### src/rtl/wrb_pkg.sv
package wrb_pkg;
   localparam int ACR_W = 3;
   localparam int ACR_EN = 0;
   localparam int ACR_LATCH = 1;
   localparam int ACR_SHDN = 2;

   typedef enum logic [2:0] {
      OP_RD_LIVE = 3'd0,
      OP_WR_LIVE = 3'd1,
      OP_SAVE    = 3'd2,
      OP_RESTORE = 3'd3,
      OP_RD_SLOT = 3'd4,
      OP_WR_SLOT = 3'd5
   } wrb_op_e;
endpackage

### src/rtl/wrb_nv_timer.sv
module wrb_nv_timer #(
   parameter int CYCLES = 8
) (
   input  logic clk,
   input  logic rst_n,
   input  logic start,
   output logic active
);
   localparam int CW = $clog2(CYCLES + 1);
   localparam logic [CW-1:0] LOAD = CW'(CYCLES);

   logic [CW-1:0] cnt_q;

   always_ff @(posedge clk or negedge rst_n) begin
      if (!rst_n)
         cnt_q <= '0;
      else if (start)
         cnt_q <= LOAD;
      else if (cnt_q != '0)
         cnt_q <= cnt_q - 1'b1;
   end

   assign active = (cnt_q != '0);
endmodule

### src/rtl/wrb_cmp_ctl.sv
module wrb_cmp_ctl
   import wrb_pkg::*;
(
   input  logic             clk,
   input  logic             rst_n,
   input  logic             raw,
   input  logic [ACR_W-1:0] acr,
   output logic             out
);
   logic out_q;

   always_ff @(posedge clk or negedge rst_n) begin
      if (!rst_n)
         out_q <= 1'b0;
      else if (acr[ACR_SHDN])
         out_q <= 1'b0;
      else if (!acr[ACR_LATCH])
         out_q <= acr[ACR_EN] & raw;
   end

   assign out = out_q;
endmodule

### src/rtl/wrb_channel.sv
module wrb_channel #(
   parameter int WIPER_W = 6,
   parameter int SLOTS = 4,
   parameter int INIT_WIPER = 32,
   parameter int INIT_ACR = 0
) (
   input  logic                                 clk,
   input  logic                                 rst_n,
   input  logic                                 nv_rst_n,
   input  logic                                 recall,
   input  logic                                 wr_live,
   input  logic                                 save,
   input  logic                                 restore,
   input  logic                                 wr_slot,
   input  logic [((SLOTS > 1) ? $clog2(SLOTS) : 1)-1:0] slot_idx,
   input  logic [WIPER_W+wrb_pkg::ACR_W-1:0]    wdata,
   output logic [WIPER_W+wrb_pkg::ACR_W-1:0]    live_word,
   output logic [WIPER_W+wrb_pkg::ACR_W-1:0]    slot_word
);
   localparam int DW = WIPER_W + wrb_pkg::ACR_W;
   localparam logic [DW-1:0] INIT_WORD =
      {wrb_pkg::ACR_W'(INIT_ACR), WIPER_W'(INIT_WIPER)};

   logic [DW-1:0] live_q;
   logic [DW-1:0] store_q [SLOTS];
   logic          idx_ok;

   assign idx_ok = (int'(slot_idx) < SLOTS);

   always_ff @(posedge clk or negedge rst_n) begin
      if (!rst_n)
         live_q <= '0;
      else if (recall)
         live_q <= store_q[0];
      else if (wr_live)
         live_q <= wdata;
      else if (restore && idx_ok)
         live_q <= store_q[slot_idx];
   end

   for (genvar s = 0; s < SLOTS; s++) begin : g_slot
      always_ff @(posedge clk or negedge nv_rst_n) begin
         if (!nv_rst_n)
            store_q[s] <= INIT_WORD;
         else if (int'(slot_idx) == s) begin
            if (wr_slot)
               store_q[s] <= wdata;
            else if (save)
               store_q[s] <= live_q;
         end
      end
   end

   assign live_word = live_q;
   assign slot_word = idx_ok ? store_q[slot_idx] : '0;
endmodule

### src/rtl/wrb_bank.sv
module wrb_bank
   import wrb_pkg::*;
#(
   parameter int CHANNELS = 2,
   parameter int WIPER_W = 6,
   parameter int SLOTS = 4,
   parameter int NV_WRITE_CYCLES = 8,
   parameter int NV_INIT_WIPER = 32,
   parameter int NV_INIT_ACR = 0,
   localparam int DW = WIPER_W + ACR_W,
   localparam int SLOT_W = (SLOTS > 1) ? $clog2(SLOTS) : 1,
   localparam int CH_W = (CHANNELS > 1) ? $clog2(CHANNELS) : 1
) (
   input  logic                          clk,
   input  logic                          rst_n,
   input  logic                          nv_rst_n,
   input  logic                          cmd_valid,
   input  logic [2:0]                    cmd_op,
   input  logic [CH_W-1:0]               cmd_ch,
   input  logic [SLOT_W-1:0]             cmd_slot,
   input  logic [DW-1:0]                 cmd_wdata,
   input  logic                          wp_n,
   input  logic [CHANNELS-1:0]           cmp_raw,
   output logic                          rd_valid,
   output logic [DW-1:0]                 rd_data,
   output logic                          busy,
   output logic                          wp_err,
   output logic [CHANNELS*WIPER_W-1:0]   tap_sel,
   output logic [CHANNELS*ACR_W-1:0]     acr_out,
   output logic [CHANNELS-1:0]           cmp_out
);
   if (CHANNELS < 1) begin : g_bad_ch
      $error("wrb_bank: CHANNELS must be at least 1");
   end
   if (WIPER_W < 1) begin : g_bad_w
      $error("wrb_bank: WIPER_W must be at least 1");
   end
   if (SLOTS < 1) begin : g_bad_slots
      $error("wrb_bank: SLOTS must be at least 1");
   end
   if (NV_WRITE_CYCLES < 1) begin : g_bad_nv
      $error("wrb_bank: NV_WRITE_CYCLES must be at least 1");
   end

   logic          recall_q;
   logic          timer_busy;
   logic          accept;
   logic          nv_op;
   logic          nv_go;
   logic          wp_refuse;
   logic          ch_ok;
   logic          rd_valid_q;
   logic [DW-1:0] rd_data_q;
   logic          wp_err_q;
   logic [DW-1:0] live_word [CHANNELS];
   logic [DW-1:0] slot_word [CHANNELS];
   wrb_op_e       op;

   assign op        = wrb_op_e'(cmd_op);
   assign busy      = recall_q | timer_busy;
   assign accept    = cmd_valid & ~busy;
   assign nv_op     = (op == OP_SAVE) || (op == OP_WR_SLOT);
   assign nv_go     = accept & nv_op & wp_n;
   assign wp_refuse = accept & nv_op & ~wp_n;
   assign ch_ok     = (int'(cmd_ch) < CHANNELS);

   always_ff @(posedge clk or negedge rst_n) begin
      if (!rst_n)
         recall_q <= 1'b1;
      else
         recall_q <= 1'b0;
   end

   wrb_nv_timer #(.CYCLES(NV_WRITE_CYCLES)) u_timer (
      .clk    (clk),
      .rst_n  (rst_n),
      .start  (nv_go),
      .active (timer_busy)
   );

   for (genvar c = 0; c < CHANNELS; c++) begin : g_ch
      logic hit;
      assign hit = accept && (int'(cmd_ch) == c);

      wrb_channel #(
         .WIPER_W    (WIPER_W),
         .SLOTS      (SLOTS),
         .INIT_WIPER (NV_INIT_WIPER),
         .INIT_ACR   (NV_INIT_ACR)
      ) u_chan (
         .clk       (clk),
         .rst_n     (rst_n),
         .nv_rst_n  (nv_rst_n),
         .recall    (recall_q),
         .wr_live   (hit && (op == OP_WR_LIVE)),
         .save      (hit && wp_n && (op == OP_SAVE)),
         .restore   (hit && (op == OP_RESTORE)),
         .wr_slot   (hit && wp_n && (op == OP_WR_SLOT)),
         .slot_idx  (cmd_slot),
         .wdata     (cmd_wdata),
         .live_word (live_word[c]),
         .slot_word (slot_word[c])
      );

      wrb_cmp_ctl u_cmp (
         .clk   (clk),
         .rst_n (rst_n),
         .raw   (cmp_raw[c]),
         .acr   (live_word[c][DW-1:WIPER_W]),
         .out   (cmp_out[c])
      );

      assign tap_sel[c*WIPER_W +: WIPER_W] = live_word[c][WIPER_W-1:0];
      assign acr_out[c*ACR_W +: ACR_W]     = live_word[c][DW-1:WIPER_W];
   end

   always_ff @(posedge clk or negedge rst_n) begin
      if (!rst_n) begin
         rd_valid_q <= 1'b0;
         rd_data_q  <= '0;
         wp_err_q   <= 1'b0;
      end else begin
         rd_valid_q <= accept && ((op == OP_RD_LIVE) || (op == OP_RD_SLOT));
         if (accept && ch_ok && (op == OP_RD_LIVE))
            rd_data_q <= live_word[cmd_ch];
         else if (accept && ch_ok && (op == OP_RD_SLOT))
            rd_data_q <= slot_word[cmd_ch];
         if (wp_refuse)
            wp_err_q <= 1'b1;
      end
   end

   assign rd_valid = rd_valid_q;
   assign rd_data  = rd_data_q;
   assign wp_err   = wp_err_q;
endmodule

### config.mk
export PLATFORM = sky130hd
export DESIGN_NAME = wrb_bank
export DESIGN_NICKNAME = d
export VERILOG_FILES = /design/src/rtl/wrb_pkg.sv /design/src/rtl/wrb_nv_timer.sv /design/src/rtl/wrb_cmp_ctl.sv /design/src/rtl/wrb_channel.sv /design/src/rtl/wrb_bank.sv
export SDC_FILE = /design/constraint.sdc
export NUM_CORES = 1
export LEC_CHECK = 0
export ABC_AREA = 1
export CAP_MARGIN = 20
export CORE_UTILIZATION = 29
export DETAILED_ROUTE_END_ITERATION = 12
export HOLD_SLACK_MARGIN = 0.06
export PLACE_DENSITY = 0.58
export SLEW_MARGIN = 20
export SYNTH_ARGS = -nofsm -noshare
export SYNTH_HDL_FRONTEND = slang
export SYNTH_SLANG_ARGS = --single-unit
### constraint.sdc
create_clock -name clk -period 1.8 [get_ports clk]
set_input_delay 0.27 -clock clk [delete_from_list [all_inputs] [get_ports clk]]
set_output_delay 0.27 -clock clk [all_outputs]
set_load 0.05 [all_outputs]
# Word level (Yosys, flattened, before mapping)

Cells that the tools add are included.
W data, S select, Z words.

Add/subtract/negate cells: 1
Order comparisons: 2
Equality and inequality tests: 10
Mux-type cells: 30
Bitwise operators: 12
Reductions and logical operators: 34

Operators with widths:

| kind                  | number |
|---|---|
| $mux W9               | 22 |
| $bmux W9 S2           | 2 |
| $reduce_and A2 Y1     | 8 |
| $logic_and A1 B1 Y1   | 15 |
| $mux W4               | 2 |
| $reduce_bool A2 Y1    | 4 |
| $and A1 B1 Y1         | 6 |
| $eq A3 B2 Y1 const B  | 2 |
| $eq A3 B3 Y1 const B  | 2 |
| $reduce_bool A3 Y1    | 2 |
| $eq A2 B2 Y1 const B  | 2 |
| $mux W1               | 4 |
| $ne A2 B1 Y1 const B  | 2 |
| $reduce_bool A4 Y1    | 1 |
| $sub A4 B1 Y4 const B | 1 |
| $eq A3 B1 Y1 const B  | 1 |
| $ge A3 B3 Y1 const B  | 1 |
| $logic_not A3 Y1      | 1 |
| $not A1 Y1            | 3 |
| $not A2 Y3            | 1 |
| $eq A2 B1 Y1 const B  | 1 |
| $ge A2 B2 Y1 const B  | 1 |
| $logic_not A2 Y1      | 1 |
| $logic_or A1 B1 Y1    | 2 |
| 2 further kinds       | 2 |

Register bits: 108
Input bits: 22
Output and inout bits: 32
Word-level logic and storage cells: 106

# Longest topological paths before layout

Gate-level depths: netlist of the first run.

Depth in word-level cells: 9
Mapped depth: 11
Depth with buffers taken out: 9

# Cells and area by module

A second synthesis of the first run with hierarchy kept.

Cells, all modules: 932
Area, all modules: 6414.9 µm²

Modules (own cells, without submodules):

| module       | times used | cells each | area each (µm²) | sequential area each (µm²) |
|---|---|---|---|---|
| wrb_channel  | 2          | 350        | 2474.9          | 1131.1 |
| wrb_bank     | 1          | 190        | 1146.1          | 301.5 |
| wrb_nv_timer | 1          | 28         | 221.5           | 100.1 |
| wrb_cmp_ctl  | 2          | 7          | 48.8            | 25.0 |

# Worst setup path before layout of the first run

No wires, ideal clock.

Kind: register to register
Start point: reg u_timer.cnt_q[0]
End point: reg rd_data_q[0] (netlist: rd_data[0])
Library setup time: 0.118 ns
Arrival time: 1.912 ns
Required time: 1.682 ns
Slack: -0.229 ns
Cell stages (with the launch flop): 9
Buffers on the path: 1
Clock period less this slack: 2.029 ns
Path through: dfrtp_1 -> inv_1 -> ha_1 -> nand3_1 -> nor2_2 -> nand3_2 -> buf_2 -> nand2_1 -> nand2_1

Word-level cells in the longest chain between the ends: 6
Elaborated cells on any way between the ends: 8
Those cells by class: mux (1); bitwise (3); reduce/logical (4)

Ends and longest elaborated chain:

| what                                          | RTL line                         | text |
|---|---|---|
| from (decl)                                   | wrb_nv_timer.sv:12               | `logic [CW-1:0] cnt_q;` |
| from (signal assigned)                        | wrb_nv_timer.sv:20               | `cnt_q <= cnt_q - 1'b1;` |
| $reduce_bool A4 Y1 *                          | wrb_nv_timer.sv:23               | `assign active = (cnt_q != '0);` |
| $or A1 B1 Y1 *                                | wrb_bank.sv:60                   | `assign busy = recall_q \| timer_busy;` |
| net busy                                      | wrb_bank.sv:26                   | `output logic busy,` |
| $not A1 Y1 *                                  | wrb_bank.sv:61                   | `assign accept = cmd_valid & ~busy;` |
| $and A1 B1 Y1 *                               | wrb_bank.sv:61                   |  |
| $logic_and A1 B1 Y1 (on tied branches)        | wrb_bank.sv:124, wrb_bank.sv:126 |  |
| $mux W9 or $reduce_bool A2 Y1 (tied branches) | --                               |  |
| to (signal assigned)                          | wrb_bank.sv:125                  | `rd_data_q <= live_word[cmd_ch];` |
| to (signal assigned)                          | wrb_bank.sv:127                  | `rd_data_q <= slot_word[cmd_ch];` |
| to (decl)                                     | wrb_bank.sv:53                   | `logic [DW-1:0] rd_data_q;` |

Mark *: on every way through the listed nets, which the timed path passes. The rest lies on a longest branch.
A chain may end at the register's enable or synchronous reset.

# Worst setup path after layout of the first run

Start point: reg u_timer.cnt_q[1]
End point: reg g_ch[0].u_chan.store_q[16] (netlist bit)

Word-level cells in the longest chain between the ends: 9
Elaborated cells on any way between the ends: 11
Those cells by class: mux (1); bitwise (3); reduce/logical (7)

Ends and longest elaborated chain:

| what                                   | RTL line                       | text |
|---|---|---|
| $reduce_bool A4 Y1 *                   | wrb_nv_timer.sv:23             |  |
| $or A1 B1 Y1 *                         | wrb_bank.sv:60                 |  |
| $not A1 Y1 *                           | wrb_bank.sv:61                 |  |
| $and A1 B1 Y1 *                        | wrb_bank.sv:61                 |  |
| $logic_and A1 B1 Y1 *                  | wrb_bank.sv:83                 | `assign hit = accept && (int'(cmd_ch) == c);` |
| $logic_and A1 B1 Y1 *                  | wrb_bank.sv:96, wrb_bank.sv:98 |  |
| $logic_and A1 B1 Y1 (on tied branches) | wrb_bank.sv:98, wrb_bank.sv:96 |  |
| $reduce_bool A2 Y1 (no line)           | --                             |  |
| $reduce_and A2 Y1 (no line)            | --                             |  |
| to (signal, indexed assignment)        | wrb_channel.sv:47              | `store_q[s] <= wdata;` |
| to (signal, indexed assignment)        | wrb_channel.sv:49              | `store_q[s] <= live_q;` |
| to (decl)                              | wrb_channel.sv:25              | `logic [DW-1:0] store_q [SLOTS];` |

Every way passes the cells marked *; elsewhere a longest branch is shown, timed or not.

==> impl_metrics.csv, run 1 <==
group,metric,value,unit
outcome,status,"finished clean",
logic_synthesis,synth-compound-area-share,0.0350,
logic_synthesis,synth.area.top_cells,"dfrtp_1 (41%), nand2_1 (31%), nand3_1 (7.2%)",
logic_synthesis,synth.area.mux_share,0,
timing,period_minus_slack,1800,ps
routing,viasPerCell,4.77,
logic_synthesis,synth-simple-area-share,0.441,
routing,route.top_layer_used,"met4",
routing,wl_met1,9.63,mm
grt,antenna_found_initial,0,
logic_synthesis,syn_area,6080,um2
worst_setup_path,cp_slowest_stage_delay,390,ps
routing,drt_iter0_drc,616,
grt,grt_pass1_vias,5884,
placement,port_buffers,53,
placement,place.gp.congestion,0.902,
worst_setup_path,r2r_cells,9,
timing,drv_slew,0,
clock_tree,clock_latency,360,ps
clock_tree,path_clk_slew,70,ps
floorplan,ios,54,
pwr,peakVddDrop,0.000436,V
logic_synthesis,synth_area_per_cell,6.86,um2
run,cap_violations,0,
routing,route.met3.wl,1.21,mm
worst_setup_path,critPathBufInv,2,
logic_synthesis,yosys_register_bits,108,
grt,grt_pass1_wl,32.7,mm
floorplan,die_h,147,um
final_layout,final_nets,1033,
final_layout,final-instance-count-excl-fill,1283,
hold_path,hold_class,"input pin to asynchronous set/reset pin",
final_layout,syn_to_final_growth,30.1,%
worst_setup_path,start_kind,"register",
logic_synthesis,synth_top_cell_by_area,"dfrtp_1",
worst_setup_path,critPathTopFamily,"simple AND/OR/NAND/NOR gates",
pwr,leakage,4.28,nW
logic_synthesis,yosys.cell_types.count,29,
routing,wl_met2,9.64,mm
worst_setup_path,crit_arrival,2100,ps
worst_setup_path,r2r_end,"g_ch[0].u_chan.store_q[16]",
logic_synthesis,syn-num-nets,911,
logic_synthesis,synth_xor_area_frac,0.00288,
worst_setup_path,cp_common_cell,"nand2_1",
placement,dp_hpwl,15.3,mm
clock_tree,htreeDepth,3,
worst_setup_path,ff2ff_setup_slack,4,ps
timing,setup_viol,0,
clock_tree,cts_buffers,9,
worst_setup_path,crit_slowest_cell,"dfrtp_1",
routing,antenna_violating_nets_post_route,0,
worst_setup_path,worstPathCellList,"inv_2 > ha_4 > nand4_4 > nor2_4 > buf_12 > nand3_4 > nor2_2 > nand2_1 > nand2_1",
timing,relSlewSlack,0.661,
worst_setup_path,worstPathRequired,2100,ps
routing,wl,20.8,mm
routing,drtPass1Iterations,5,
final_layout,antennaDiodeCount,0,
logic_synthesis,synth-main-ff-cell,"dfrtp_1",
timing,hold_viol_final,0,
placement,dp_cells,1253,
pwr,powerDensity,754,nW/um2
logic_synthesis,synth_top_area_share,0.407,
logic_synthesis,synthAdderAreaFrac,0.00412,
grt,grtUsageTotal,0.198,
logic_synthesis,async_flop_share,1.00,
clock_tree,cts_buffer_depth,2,
worst_setup_path,rr_startpoint,"u_timer.cnt_q[1]",
timing,min_period_over_period,0.998,
worst_setup_path,worstSetupEndpointType,"register",
clock_tree,cts_root_buf,"clkbuf_16",
clock_tree,clock_sinks,108,
clock_tree,tritoncts,"yes",
timing,setup_tns,0,ps
timing,worstMarginPinSlew,508,ps
routing,wl_per_cell,16.2,um
logic_synthesis,synth-seq-area-share,0.446,
floorplan,fp.dieArea,21600,um2
logic_synthesis,synth-edff-count,0,
floorplan,fp-row-count,52,
floorplan,initial_utilization,0.299,
timing,clock_skew,9.94,ps
grt,overflow,0,
timing,max_freq,557,MHz
routing,drcViolationCount,0,
logic_synthesis,synthCells,887,
logic_synthesis,synth_top_family_by_area,"simple AND/OR/NAND/NOR gates",
grt,grt_max_degree,73,
timing,rsz0062_at_grt,"true",
final_layout,drive_gt1_frac,0.194,
routing,vias,6116,
worst_setup_path,crit_fanout,8,
logic_synthesis,yosysWarnings,0,
floorplan,die_w,147,um
floorplan,core,20400,um2
worst_setup_path,crit_type,"register to register",
## placed cells by master, fill, tap and decap left out, types with 2 or more instances in the layout
master	Yosys	layout
nand3_2	3	2
buf_12	0	7
buf_2	13	2
dlygate4sd2_1	0	3
nor2_4	10	16
dfstp_2	9	9
dlymetal6s2s_1	0	3
clkinvlp_4	0	4
inv_1	61	59
nand4_2	5	4
dlygate4sd3_1	0	2
clkbuf_8	0	2
nand3_4	2	4
nand2_1	499	477
a21oi_1	31	31
nor2_2	2	5
buf_6	3	4
clkbuf_16	0	9
clkdlybuf4s50_1	0	20
nand2_2	3	24
buf_4	4	93
xnor2_1	2	2
nand3_1	88	87
nor2_1	15	14
inv_2	5	7
o21ai_0	7	7
nand4_1	4	4
dfrtp_1	99	99
a211oi_1	2	2
## cell type report
cell class                      instances  area, um2
Fill cell                            2141      12500
Multi-Input combinational cell        688       3130
Sequential cell                       108       2710
Timing Repair Buffer                  135       1190
Tap cell                              270        338
Clock buffer                           12        256
Inverter                               67        255
Clock inverter                          3       22.5
## power by group
group,switching (mW),internal (mW)
clock network,0.919,1.01
logic,0.823,0.574
registers,0.0917,2.55
total,1.83,4.13
## Yosys cell counts (3+ instances only)
cell type  number
nand2_1       499
dfrtp_1        99
nand3_1        88
inv_1          61
a21oi_1        31
nor2_1         15
buf_2          13
clkbuf_1       10
nor2_4         10
dfstp_2         9
o21ai_0         7
inv_2           5
nand4_2         5
buf_4           4
nand4_1         4
buf_6           3
nand2_2         3
nand3_2         3
## cells by family after synthesis
kind of cell / after synthesis
flip-flops: 108
XOR/XNOR: 2
AND/OR/NAND/NOR: 634
adder cells (fa/ha/maj): 2
buffers and inverters: 99
AO/OA/AOI/OAI: 41
other: 1
## stage by stage
step	area, um2	hold slack [ps]	util	setup slack (ps)	total power, mW
final	7910	413	0.388	4.15	5.97
after global routing	7910	451	0.388	-82.9	6.22
after CTS	7720	435	0.379	6.73	5.94
after detailed placement	7370	267	0.362	-231	3.95
after global placement	7370	246	0.362	-224	3.93
after floorplan	6090	-25.6	-	85.1	3.34
## per-layer routing
| layer | up-vias | GRT usage |
|---|---|---|
| met5 | - | 0 |
| met4 | 0 | 0.0531 |
| met3 | 27 | 0.0311 |
| met2 | 201 | 0.315 |
| met1 | 2893 | 0.278 |
| li1 | 2995 | - |
## repair_timing
action                                  CTS  global route
endpoints found under the hold margin    79             0
hold buffers                              2             0
gates cloned                              4             5
endpoints found under the setup margin   93           100
buffers inserted                          1             5
gates resized for setup                  10            41
pin swaps                                 6            25
## sequential cells by signal, indices dropped and copies added, names as in the netlist
| register | cells |
|---|---|
| g_ch.u_chan.store_q | 72 |
| g_ch.u_chan.live_word | 18 |
| rd_data | 9 |
| u_timer.cnt_q | 4 |
| g_ch.u_cmp.out | 2 |
| rd_valid | 1 |
| recall_q | 1 |
| wp_err | 1 |
## worst max-delay path by stage
stage                     startpoint                    endpoint  slack [ps]  cells past startpoint
floorplan           u_timer.cnt_q[0]   g_ch[0].u_chan.store_q[0]          90                      8
detailed placement       cmd_slot[0]                  rd_data[6]        -230                     10
global placement         cmd_slot[0]                  rd_data[6]        -220                     10
global route        u_timer.cnt_q[1]  g_ch[0].u_chan.store_q[13]         -80                      9
finish              u_timer.cnt_q[1]  g_ch[0].u_chan.store_q[16]           4                      9
CTS                       rd_data[8]                  rd_data[8]           7                      1
No activity file was read; power rests on OpenSTA's default activity.
==> inputs of run 2 (changes only) <==
--- a/config.mk
+++ b/config.mk
@@ -5,10 +5,10 @@
 export SDC_FILE = /design/constraint.sdc
 export NUM_CORES = 1
 export LEC_CHECK = 0
-export ABC_AREA = 1
 export CAP_MARGIN = 20
 export CORE_UTILIZATION = 29
 export DETAILED_ROUTE_END_ITERATION = 12
+export GPL_ROUTABILITY_DRIVEN = 0
 export HOLD_SLACK_MARGIN = 0.06
 export PLACE_DENSITY = 0.58
 export SLEW_MARGIN = 20
==> run 2 against run 1 <==
Net effect: the flow now finishes with violations (design-rule violations, negative setup slack); maximum frequency down 21%; register-to-register slack lost 480 ps; area after synthesis decreased by 11%; highest routed layer unchanged; setup slack worse by 480 ps; non-clock buffer count is 9 lower.
==> impl_metrics.csv, run 2 <==
group,metric,value,unit
worst_setup_path,crit_arrival,2520,ps
logic_synthesis,synth-seq-area-share,0.502,
final_layout,mostFrequentLayoutCells,"dfrtp_1 (99), mux2_4 (73), buf_4 (71), nand2_1 (46), o221ai_1 (22)",
grt,grt_max_degree,73,
worst_setup_path,start_kind,"register",
outcome,failed_checks,"design-rule violations, negative setup slack",
timing,worstMarginPinSlew,644,ps
grt,antenna_found_initial,0,
timing,period_minus_slack,2280,ps
final_layout,fillers,1689,
final_layout,antennaDiodeCount,0,
floorplan,fp-row-count,49,
floorplan,die_w,139,um
logic_synthesis,yosys_register_bits,108,
logic_synthesis,syn-num-nets,450,
placement,place_ws,-864,ps
grt,grt_pass1_vias,4281,
final_layout,final_util,0.412,
logic_synthesis,synth_area_per_cell,12.7,um2
routing,vias,3988,
logic_synthesis,synth-compound-area-share,0.0933,
clock_tree,path_clk_slew,70,ps
timing,min_period_over_period,1.27,
routing,drt_iter0_drc,289,
timing,rsz0062_at_grt,"true",
logic_synthesis,yosys.cell_types.count,41,
logic_synthesis,yosysWarnings,0,
final_layout,drive_gt1_frac,0.458,
pwr,peakVddDrop,0.000448,V
final_layout,largest_reg_flops,72,
placement,port_buffers,53,
logic_synthesis,yosysMostFrequentCell,"dfrtp_1",
grt,grtUsageTotal,0.165,
final_layout,final_common_cell,"dfrtp_1",
pwr,leakage,3.53,nW
clock_tree,clock_latency,360,ps
worst_setup_path,worstSetupEndpointType,"register",
worst_setup_path,worstPathRequired,2040,ps
logic_synthesis,synth_top_area_share,0.458,
hold_path,hold_class,"input pin to asynchronous set/reset pin",
clock_tree,cts_buffers,9,
run,cap_violations,0,
placement,dpl-instance-area,6640,um2
floorplan,core,18100,um2
pwr,powerDensity,830,nW/um2
timing,drv_slew,0,
logic_synthesis,synth.area.top_cells,"dfrtp_1 (46%), mux2_2 (17%), mux4_2 (7.5%)",
clock_tree,cts_buffer_depth,2,
routing,wl_per_cell,19.8,um
worst_setup_path,crit_fanout,4,
grt,grt_pass1_wl,24.2,mm
logic_synthesis,synth_top_cell_by_area,"dfrtp_1",
clock_tree,cts_root_buf,"clkbuf_16",
clock_tree,clock_sinks,108,
floorplan,die_h,139,um
clock_tree,tritoncts,"yes",
worst_setup_path,ff2ff_setup_slack,-480,ps
worst_setup_path,crit_type,"register to register",
timing,hold_viol_final,0,
logic_synthesis,synth-edff-count,0,
routing,wl,15.2,mm
timing,setup_viol,82,
final_layout,postLayoutCellArea,7470,um2
logic_synthesis,async_flop_share,1.00,
logic_synthesis,synth-main-ff-cell,"dfrtp_1",
logic_synthesis,synth.area.mux_share,0.268,
timing,max_freq,439,MHz
timing,relSlewSlack,0.570,
logic_synthesis,synth_xor_area_frac,0.00162,
floorplan,fp.dieArea,19200,um2
timing,clock_skew,9.65,ps
routing,antenna_violating_nets_post_route,0,
final_layout,syn_to_final_growth,38.2,%
logic_synthesis,syn_area,5410,um2
outcome,status,"finished, violations left",
placement,dp_hpwl,10.2,mm
timing,worst_slack,-479,ps
final_layout,final_nets,558,
floorplan,ios,54,
final_layout,regMostFlops,"g_ch.u_chan.store_q",
routing,drcViolationCount,16,
logic_synthesis,yosys-top-cells-count,"dfrtp_1 (99), mux2_2 (81), nand2_1 (51)",
clock_tree,htreeDepth,3,
floorplan,initial_utilization,0.298,
grt,overflow,0,
routing,viasPerCell,5.19,
logic_synthesis,synth_top_family_by_area,"multiplexers",
routing,drtPass1Iterations,8,
logic_synthesis,synthCells,426,
logic_synthesis,synth-simple-area-share,0.102,
logic_synthesis,synthAdderAreaFrac,0.00463,
==> run 2: changes by cell type after synthesis, sizes merged, moves of 8 or more <==
| cell | change |
|---|---|
| nand2 | -451 |
| mux2 | +90 |
| nand3 | -90 |
| inv | -61 |
| o221ai | +27 |
| nor2 | -20 |
| nor2b | +19 |
| mux4 | +18 |
| buf | -13 |
| a21oi | -10 |
| clkbuf | +10 |
| a211o | +9 |
| nand4 | -8 |
==> run 2: cells by family after synthesis <==
kind of cell | count (synthesis)
fa+ha+maj | 2
xor+xnor | 1
simple gates | 101
buf+inv | 34
compound gates | 71
other cells | 1
mux | 108
flops | 108
==> run 2: final timing paths <==
kind	startpoint	to	cells past startpoint
max	u_timer.cnt_q[1]	g_ch[1].u_chan.store_q[20]	9
min	nv_rst_n	g_ch[0].u_chan.store_q[29]	3
max reg2reg	u_timer.cnt_q[1]	g_ch[1].u_chan.store_q[20]	9
min reg2reg	rd_data[5]	rd_data[5]	2
max in group asynchronous	rst_n	rd_data[0]	3
min in group clk	rd_data[5]	rd_data[5]	2
==> run 2: report_power, final <==
group          switching [mW]  total, mW  internal [mW]
combinational           0.739       1.30          0.558
clock                   0.910       2.26           1.35
sequential             0.0845       2.64           2.55
==> run 2: per-layer routing <==
metal,wire (um),part of all wire,track usage,vias to the layer above
met3,966,0.063,0.0418,18
met5,0,0,0,-
li1,-,-,-,1796
met1,6760,0.44,0.223,2047
met4,294,0.019,0.0479,0
met2,7210,0.47,0.261,127
==> run 2: repair_timing <==
action,in CTS,in global routing
setup buffers,8,2
endpoints found under the setup margin,79,102
pin swaps,6,3
endpoints found under the hold margin,85,0
gates resized for setup,81,26
hold buffers,2,0
gates cloned,3,1
==> run 2: critical path, stage by stage, from the launching register on <==
cell and delay, ps:
dfrtp_1 390, inv_2 80, ha_4 130, nor4b_4 200, buf_4 170, clkinvlp_4 130
nor3_4 260, buf_6 180, mux2_4 330, mux2_4 270
==> run 2: stage by stage <==
stage          setup TNS [ps]  hold WS, ps  instances  power, mW
5_1_grt                -44840          508        768       6.44
2_1_floorplan          -48370        -25.6        426       3.34
3_5_place_dp           -58090          320        740       3.89
4_1_cts                -34510          481        769       6.24
6_report               -33710          466        768       6.20
3_3_place_gp           -56470          306        740       3.86
==> run 2: final cells by class <==
| cell class | count | area [um2] | share of cell area |
|---|---|---|---|
| inverter | 5 | 22.5 | 0.00301 |
| clock inverter | 7 | 115 | 0.0154 |
| multi-input combinational | 284 | 2890 | 0.387 |
| sequential | 108 | 2710 | 0.363 |
| timing repair buffer | 126 | 1220 | 0.163 |
| clock buffer | 9 | 225 | 0.0301 |
| tap | 229 | 287 | 0.0384 |
==> inputs of run 3 (changes only) <==
--- a/config.mk
+++ b/config.mk
@@ -6,7 +6,9 @@
 export NUM_CORES = 1
 export LEC_CHECK = 0
 export CAP_MARGIN = 20
+export CORE_MARGIN = 2
 export CORE_UTILIZATION = 29
+export CTS_CLUSTER_SIZE = 25
 export DETAILED_ROUTE_END_ITERATION = 12
 export GPL_ROUTABILITY_DRIVEN = 0
 export HOLD_SLACK_MARGIN = 0.06
==> run 3 against run 2 <==
Net effect: the flow finishes with violations (negative setup slack); critical path depth increased by 1; critical path type unchanged; sequential power hardly changed; critical endpoint is now g_ch[1].u_chan.store_q[18]; setup slack improved by 17 ps; clock power decreased by 15%; sequential share of layout area rose by 0.90 points; largest power group unchanged; utilization shrank 1.0 points; non-clock buffer count grew 5; flip-flop and latch count did not move.
==> impl_metrics.csv, run 3 (synthesized netlist as in run 2, its figures left out) <==
group,metric,value,unit
routing,drt_iter0_drc,194,
clock_tree,clock_latency,370,ps
grt,overflow,0,
final_layout,final_util,0.402,
routing,wl,16.3,mm
timing,hold_viol_final,0,
timing,period_minus_slack,2260,ps
worst_setup_path,start_kind,"register",
outcome,failed_checks,"negative setup slack",
pwr,powerDensity,795,nW/um2
routing,vias,4027,
routing,viasPerCell,5.21,
final_layout,antennaDiodeCount,0,
placement,dpl-instance-area,6620,um2
clock_tree,cts_root_buf,"clkbuf_16",
final_layout,regMostFlops,"g_ch.u_chan.store_q",
pwr,p_total,5.80,mW
placement,port_buffers,53,
clock_tree,tritoncts,"yes",
floorplan,die_h,141,um
routing,drtPass1Iterations,4,
pwr,combPwrFrac,0.215,
timing,drv_slew,0,
floorplan,core,18100,um2
clock_tree,htreeDepth,3,
pwr,power_switching,1.75,mW
timing,worstMarginPinSlew,508,ps
grt,grtUsageTotal,0.159,
pwr,intPower,4.05,mW
final_layout,syn_to_final_growth,34.8,%
worst_setup_path,r2r_cells,10,
pwr,clkPwrFrac,0.330,
grt,grt_max_degree,58,
routing,antenna_violating_nets_post_route,0,
worst_setup_path,r2r_end,"g_ch[1].u_chan.store_q[18]",
worst_setup_path,worstPathRequired,2060,ps
timing,worst_slack,-461,ps
timing,relSlewSlack,0.661,
clock_tree,clock_sinks,108,
floorplan,die_w,141,um
grt,grt_pass1_wl,23.9,mm
timing,rsz0062_at_grt,"true",
worst_setup_path,crit_fanout,4,
worst_setup_path,crit_arrival,2520,ps
timing,setup_viol,88,
routing,drcViolationCount,0,
clock_tree,cts_buffer_depth,2,
clock_tree,cts_buffers,9,
floorplan,initial_utilization,0.298,
grt,antenna_found_initial,0,
final_layout,mostFrequentLayoutCells,"dfrtp_1 (99), buf_4 (74), mux2_2 (68), nand2_1 (47), o221ai_1 (23)",
worst_setup_path,crit_type,"register to register",
final_layout,drive_gt1_frac,0.463,
final_layout,postLayoutCellArea,7290,um2
worst_setup_path,worstSetupEndpointType,"register",
final_layout,final_nets,563,
timing,min_period_over_period,1.26,
outcome,status,"finished, violations left",
floorplan,fp-row-count,49,
clock_tree,path_clk_slew,70,ps
routing,wl_per_cell,21.0,um
floorplan,ios,54,
final_layout,final_common_cell,"dfrtp_1",
pwr,switching_share,0.302,
floorplan,fp.dieArea,19800,um2
timing,max_freq,442,MHz
timing,clock_skew,8.89,ps
worst_setup_path,ff2ff_setup_slack,-460,ps
pwr,power_frac_seq,0.455,
hold_path,hold_class,"input pin to asynchronous set/reset pin",
final_layout,fillers,1692,
pwr,peakVddDrop,0.000500,V
final_layout,largest_reg_flops,72,
pwr,leakage,3.44,nW
grt,grt_pass1_vias,4163,
worst_setup_path,rr_startpoint,"u_timer.cnt_q[1]",
run,cap_violations,0,
placement,dp_hpwl,10.5,mm
-- run 3: changes by cell type in the layout (fill, tap and decap cells not counted), moves of 4 or more --
cell | before | now
dlymetal6s2s_1 | 8 | 4
dlygate4sd2_1 | 4 | 9
mux2_2 | 17 | 68
mux2_4 | 73 | 22
-- run 3: power by group through the flow --
| stage | clock network (mW) | registers (mW) | logic [mW] |
|---|---|---|---|
| global placement | 0 | 2.68 | 1.17 |
| finish | 1.91 | 2.64 | 1.25 |
| CTS | 1.97 | 2.64 | 1.21 |
| floorplan | 0 | 2.94 | 0.394 |
| detailed placement | 0 | 2.68 | 1.20 |
| global route | 2.07 | 2.66 | 1.36 |
-- run 3: per-layer routing --
metal	global-route usage	routed length, um
met2	0.255	7680
met5	0	0
met1	0.212	7210
met3	0.0390	1120
met4	0.0511	255
-- run 3: cell type report --
cell class	count	area [um2]	share of cell area
clock buffer	11	243	0.0333
tap	229	287	0.0393
sequential	108	2710	0.372
multi-input combinational	284	2710	0.371
timing repair buffer	131	1280	0.176
clock inverter	5	36.3	0.00498
inverter	5	18.8	0.00257
-- run 3: worst max-delay path by stage --
stage / from / to / cells past startpoint
3_3_place_gp: cmd_op[1] / g_ch[1].u_chan.store_q[28] / 7
5_1_grt: u_timer.cnt_q[1] / g_ch[1].u_chan.store_q[6] / 10
6_report: u_timer.cnt_q[1] / g_ch[1].u_chan.store_q[18] / 10
3_5_place_dp: cmd_op[1] / g_ch[0].u_chan.store_q[3] / 8
2_1_floorplan: u_timer.cnt_q[0] / g_ch[0].u_chan.store_q[16] / 7
4_1_cts: u_timer.cnt_q[1] / g_ch[0].u_chan.store_q[4] / 9
-- run 3: metrics by stage --
stage / setup slack [ps] / hold slack [ps] / cells / setup TNS, ps
3_3_place_gp: -730 / 204 / 742 / -53310
4_1_cts: -461 / 357 / 764 / -30980
5_1_grt: -548 / 381 / 773 / -38580
3_5_place_dp: -790 / 213 / 742 / -56430
2_1_floorplan: -694 / -25.6 / 426 / -48370
6_report: -461 / 357 / 773 / -31470
-- run 3: worst max-delay path, stage by stage (launching register included) --
cell and delay [ps]:
dfrtp_1 390, inv_2 80, ha_4 130, nor4b_4 210
buf_4 160, inv_1 100, nor3_4 150, buf_4 170
buf_16 120, mux2_2 360, mux2_2 270
-- run 3: what timing repair did --
| item | 4_1_cts | 5_1_grt |
|---|---|---|
| resized for setup | 39 | 18 |
| hold buffers | 2 | 0 |
| setup endpoints to repair | 82 | 97 |
| buffers inserted | 3 | 5 |
| cloned | 1 | 5 |
| pin swaps | 5 | 3 |
| hold endpoints to repair | 46 | 0 |
